File: src/rtl/hlcd_pkg.sv
package hlcd_pkg;
  localparam int FIELD_W = 4;

  typedef logic [FIELD_W-1:0] field_t;

  typedef struct packed {
    field_t lo_len;
    field_t hi_len;
    logic   bypass;
    logic   dcc_off;
  } cfg_t;

  // low field exactly one above high field: odd ratio, stretchable
  function automatic logic lo_is_hi_plus1(field_t lo, field_t hi);
    logic [FIELD_W:0] hi_inc;
    hi_inc = {1'b0, hi} + {{FIELD_W{1'b0}}, 1'b1};
    return ({1'b0, lo} == hi_inc);
  endfunction

  // shapes the correction stage can deliver at 50%
  function automatic logic shape_correctable(field_t lo, field_t hi);
    return (lo == hi) || lo_is_hi_plus1(lo, hi);
  endfunction
endpackage

File: src/rtl/hlcd_cfg_hold.sv
module hlcd_cfg_hold
  import hlcd_pkg::*;
(
  input  logic clk,
  input  logic rst,
  input  logic sync,
  input  cfg_t cfg_in,
  output cfg_t cfg_q
);
  // capture only on reset or sync; frozen otherwise
  always_ff @(posedge clk) begin
    if (rst || sync) begin
      cfg_q <= cfg_in;
    end
  end
endmodule

File: src/rtl/hlcd_phase_gen.sv
module hlcd_phase_gen
  import hlcd_pkg::*;
#(
  parameter int PHASE_W = 4
) (
  input  logic               clk,
  input  logic               rst,
  input  logic               sync,
  input  field_t             load_lo,
  input  logic [PHASE_W-1:0] load_phase,
  input  field_t             lo_q,
  input  field_t             hi_q,
  input  logic               bypass_q,
  output logic               hi_pos
);
  localparam int MAXW  = (PHASE_W > FIELD_W) ? PHASE_W : FIELD_W;
  localparam int CNT_W = MAXW + 1;

  logic [CNT_W-1:0] cnt;

  always_ff @(posedge clk) begin
    if (rst || sync) begin
      // first low phase carries the start offset
      hi_pos <= 1'b0;
      cnt    <= CNT_W'(load_phase) + CNT_W'(load_lo);
    end else if (bypass_q) begin
      hi_pos <= 1'b0;
    end else if (cnt == '0) begin
      hi_pos <= ~hi_pos;
      cnt    <= hi_pos ? CNT_W'(lo_q) : CNT_W'(hi_q);
    end else begin
      cnt <= cnt - 1'b1;
    end
  end
endmodule

File: src/rtl/hlcd_dcc.sv
module hlcd_dcc
  import hlcd_pkg::*;
(
  input  logic   clk,
  input  logic   rst,
  input  logic   hi_pos,
  input  field_t lo_q,
  input  field_t hi_q,
  input  logic   bypass_q,
  input  logic   dcc_off_q,
  output logic   div_out,
  output logic   fallback
);
  logic hi_neg;
  logic corr_req;
  logic stretch_en;

  // half-period delayed copy of the high phase
  always_ff @(negedge clk) begin
    if (rst) begin
      hi_neg <= 1'b0;
    end else begin
      hi_neg <= hi_pos;
    end
  end

  always_comb begin
    corr_req   = !dcc_off_q && !bypass_q;
    stretch_en = corr_req && lo_is_hi_plus1(lo_q, hi_q);
    fallback   = corr_req && !shape_correctable(lo_q, hi_q);
    div_out    = hi_pos | (stretch_en & hi_neg);
  end
endmodule

File: src/rtl/hl_clock_divider.sv
module hl_clock_divider
  import hlcd_pkg::*;
#(
  parameter int PHASE_W = 4
) (
  input  logic               clk_in,
  input  logic               rst,
  input  logic               sync_pulse,
  input  logic [FIELD_W-1:0] cfg_lo_len,
  input  logic [FIELD_W-1:0] cfg_hi_len,
  input  logic               cfg_bypass,
  input  logic               cfg_dcc_off,
  input  logic [PHASE_W-1:0] cfg_phase,
  output logic               clk_out,
  output logic               dcc_fallback
);
  cfg_t cfg_in;
  cfg_t cfg_q;
  logic hi_pos;
  logic div_out;

  always_comb begin
    cfg_in.lo_len  = cfg_lo_len;
    cfg_in.hi_len  = cfg_hi_len;
    cfg_in.bypass  = cfg_bypass;
    cfg_in.dcc_off = cfg_dcc_off;
  end

  hlcd_cfg_hold u_cfg (
    .clk    (clk_in),
    .rst    (rst),
    .sync   (sync_pulse),
    .cfg_in (cfg_in),
    .cfg_q  (cfg_q)
  );

  hlcd_phase_gen #(.PHASE_W(PHASE_W)) u_gen (
    .clk        (clk_in),
    .rst        (rst),
    .sync       (sync_pulse),
    .load_lo    (cfg_lo_len),
    .load_phase (cfg_phase),
    .lo_q       (cfg_q.lo_len),
    .hi_q       (cfg_q.hi_len),
    .bypass_q   (cfg_q.bypass),
    .hi_pos     (hi_pos)
  );

  hlcd_dcc u_dcc (
    .clk       (clk_in),
    .rst       (rst),
    .hi_pos    (hi_pos),
    .lo_q      (cfg_q.lo_len),
    .hi_q      (cfg_q.hi_len),
    .bypass_q  (cfg_q.bypass),
    .dcc_off_q (cfg_q.dcc_off),
    .div_out   (div_out),
    .fallback  (dcc_fallback)
  );

  assign clk_out = cfg_q.bypass ? clk_in : div_out;
endmodule

File: config.mk
export PLATFORM = sky130hd
export DESIGN_NAME = hl_clock_divider
export DESIGN_NICKNAME = d
export VERILOG_FILES = /design/src/rtl/hlcd_pkg.sv /design/src/rtl/hlcd_cfg_hold.sv /design/src/rtl/hlcd_phase_gen.sv /design/src/rtl/hlcd_dcc.sv /design/src/rtl/hl_clock_divider.sv
export SDC_FILE = /design/constraint.sdc
export NUM_CORES = 1
export LEC_CHECK = 0
export BUFFER_PORTS_ARGS = -buffer_cell sky130_fd_sc_hd__buf_2
export CAP_MARGIN = 10
export CORE_AREA = 3 3 43 54
export DETAILED_ROUTE_END_ITERATION = 12
export DIE_AREA = 0 0 46 57
export PLACE_DENSITY_LB_ADDON = 0.08
export SLEW_MARGIN = 20
export SYNTH_ARGS = -nofsm -noshare
export SYNTH_HDL_FRONTEND = slang
export SYNTH_HIERARCHICAL = 1
export SYNTH_SLANG_ARGS = --single-unit
File: constraint.sdc
create_clock -name clk_in -period 4.2 [get_ports clk_in]
set_input_delay 0.84 -clock clk_in [delete_from_list [all_inputs] [get_ports clk_in]]
set_output_delay 0.84 -clock clk_in [all_outputs]
set_load 0.005 [all_outputs]
## Yosys cells after proc, flatten, opt, wreduce, memory -nomap -nowiden

Cells that the tools add are included.

- Equality and inequality tests: 3
- $lt $le $gt $ge: 0
- Bitwise gates (word level): 3
- Div/mod/pow operators: 0
- Muxes and demuxes: 5
- $add $sub $neg: 3
- Shift-type cells: 0
- Multiply operators: 0
- Reductions and logical operators: 10

Operators by type and width:

| cell | count |
|---|---|
| 5-bit two-way mux | 3 |
| 4-bit by 1-bit adder with 5-bit output (second input constant) | 1 |
| 4-bit by 4-bit adder with 5-bit output | 1 |
| 4-bit by 5-bit equality test with 1-bit output | 1 |
| 5-bit zero test | 1 |
| 5-bit by 1-bit subtractor with 5-bit output (second input constant) | 1 |
| 4-bit equality test | 1 |
| 4-bit two-way mux | 1 |
| 1-bit logical AND | 3 |
| 1-bit zero test | 3 |
| 1-bit logical OR | 2 |
| 2-bit != test (second input constant) | 1 |
| 2-bit OR reduction | 1 |
| 1-bit AND | 1 |
| 1-bit two-way mux | 1 |
| 1-bit NOT | 1 |
| 1-bit bitwise OR | 1 |

- Bits in read-only memories: 0
- Memory bits (writable): 0
- Output and inout bits: 2
- Logic and storage cells: 31
- Latch bits: 0
- Memories: 0
- Input port bits: 17
- Register bits: 17

## Longest topological paths before layout

- Word-level depth: 6
- Depth in mapped cells: 7
- Depth with buffers taken out: 7

## Hierarchy

Netlist, hierarchy kept.

Modules (own cells, without submodules):

| module | cells each | instances | area an instance (um^2) |
|---|---|---|---|
| hlcd_phase_gen | 54 | 1 | 530.5 |
| hlcd_cfg_hold | 11 | 1 | 306.5 |
| hlcd_dcc | 22 | 1 | 181.4 |
| hl_clock_divider | 1 | 1 | 15.0 |

==> flow_summary.ini <==
[routing]
wl_per_cell_um = 13.9
vias = 728
drtIter0Drc = 16
dr.pass1.iters = 4
ant_nets = 0
route.detailed.drc = 0
vias_per_cell = 5.56
drt-total-wl_um = 1820

[floorplan]
die_x_um = 46
io_pins = 19
rows = 17
core_area_mm2 = 0.00183
die_h_um = 57
die_area_mm2 = 0.00262
start_util = 0.565

[synth]
synth_top_cell_by_area = edfxtp_1
synth_top_area_frac = 0.436
yosysMostFrequentCell = edfxtp_1
synthesis.area_mm2 = 0.00103
synth_common_cells = edfxtp_1, inv_1, ha_1, xor2_1
ys_ff_latch = 17
syn_inst = 88
synth.area.top_cells = edfxtp_1, ha_1, xor2_1
synth_area_per_cell_um2 = 11.7
synthFlopType = edfxtp_1
yosysSeqAreaShare = 0.475
async_reset_ff_frac = 0
synth_cell_types = 29
synthesis.nets = 112
synth_edf_count = 15
yosysWarnings = 6

[cts]
cts_setup_buffers = 0
cts_tree = done
worstSkewPairLatency_ns = 0.46
hold_buffers = 0
cts.clk_slew.worst_paths_ns = 0.09

[finish]
area_growth_pct = 17.2
num_antenna_cells = 0
fin_util = 0.662
drive_above_1_share = 0.277
fin_area_mm2 = 0.00121
nNetsFinal = 137

[power]
ir_worst_vdd_v = 0.000347
power.total_mw = 0.497
p_sw_frac = 0.261
comb_power_share = 0.184
power_density_mw_per_mm2 = 410
p_clk_frac = 0.356
power.leakage_nw = 0.516
p_int_mw = 0.367
power_frac_seq = 0.460
p_sw_mw = 0.130

[grt]
grt_pass1_vias = 748
overflow = 0
grtUsageTotal = 0.178
grt_max_degree = 11
grt_pass1_wl_um = 3170
grt_antenna_before_repair = 0

[status]
outcome = finished with violations
violations = negative setup slack

[sta]
rsz0062_at_grt = true
maxSlewHeadroom = 0.604
setup-violations-final = 1
slew_viol_final = 0
fin_ws_ns = -0.0279
timing.clock.skew_ns = 0.0639
worst_pin_slew_ns = 0.592
hold_viol = 0

[placed_design]
place_area_mm2 = 0.00114
gp_congestion = 0.776
io_buffer_count = 18
hpwl_um = 1450

[setup_path]
crit_fanout = 1
path_class = reg -> out
start_kind = register
cp-end-kind = primary output
critPathRequiredTime_ns = 3.36
worstPathArrival_ns = 3.39

[hold_path]
hold_class = reg -> reg

[run]
cap_violations = 0
==> final timing paths <==
| kind | startpoint | end | slack [ns] | cells past startpoint |
|---|---|---|---|---|
| setup reg to reg | u_gen/hi_pos | u_dcc/hi_neg | 1.40 | 1 |
| hold reg to reg | u_cfg/cfg_q[1] | u_gen/hi_pos | 0.55 | 1 |
| setup / recovery | u_dcc/hi_neg | clk_out | -0.03 | 3 |
| hold / removal | u_cfg/cfg_q[1] | u_gen/hi_pos | 0.55 | 1 |
==> area by class of cell <==
class                      count  area [µm²]
clock buffer                   7        56.3
clock inverter                 2        21.3
fill                         143         618
inverter                       9        33.8
multi-input combinational     60         500
sequential                    17         490
tap                           19        23.8
timing repair buffer          17        85.1
==> sequential cells by signal (all words and copies together) (netlist names) <==
name,cells
u_gen/cnt,5
u_cfg/cfg_q,10
u_dcc/hi_neg,1
u_gen/hi_pos,1
==> metal layers <==
metal	global-route usage	wire (µm)	up-vias
li1	-	-	365
met4	0.134	46	0
met2	0.260	871	24
met1	0.194	786	333
met5	0	0	-
met3	0.0789	116	6
==> cells by family after synthesis <==
| group | share of synthesized area |
|---|---|
| flip-flops | 0.475 |
| adder cells (fa/ha/maj) | 0.0920 |
| multiplexers | 0.0738 |
| AO/OA/AOI/OAI | 0.113 |
| buffers and inverters | 0.0412 |
| AND/OR/NAND/NOR | 0.105 |
| XOR/XNOR | 0.100 |
==> worst max-delay path, cell delays in order, from the launching register on <==
cell	delay, ns
dfxtp_1	0.29
a31o_1	0.16
mux2_4	0.27
buf_6	0.11
==> cell usage in the layout (no fill, tap or decap), types with 3 or more instances in the layout <==
cell type	count
nor2_1	5
o21ai_0	3
ha_1	6
nand2_1	5
clkbuf_4	6
xor2_1	6
mux2i_1	5
a21oi_1	5
xnor2_1	4
edfxtp_1	15
inv_1	10
buf_2	17
==> what timing repair did <==
item | 4_1_cts | 5_1_grt
gates resized for setup | 1 | 0
hold endpoints to repair | 0 | 0
cloned | 0 | 0
setup endpoints to repair | 1 | 1
==> per-stage QoR <==
stage / hold WS [ns] / cells / worst slack (ns) / TNS [ns]
final: 0.552 / 131 / -0.0279 / -0.0279
after global routing: 0.587 / 131 / -0.0968 / -0.0968
after CTS: 0.557 / 131 / -0.0434 / -0.0434
after detailed placement: 0.543 / 124 / 0.448 / 0
after global placement: 0.543 / 124 / 0.457 / 0
after floorplan: 0.496 / 88 / 0.567 / 0
==> power groups by stage <==
| stage | Combinational (mW) | Clock (mW) | Sequential (mW) |
|---|---|---|---|
| 5_1_grt | 0.105 | 0.193 | 0.232 |
| 3_5_place_dp | 0.0920 | 0.0168 | 0.233 |
| 6_report | 0.0913 | 0.177 | 0.229 |
| 3_3_place_gp | 0.0895 | 0.0168 | 0.232 |
| 4_1_cts | 0.0925 | 0.182 | 0.229 |
| 2_1_floorplan | 0.0694 | 0.0125 | 0.227 |
Note: power is estimated with default switching activity, not from simulation.
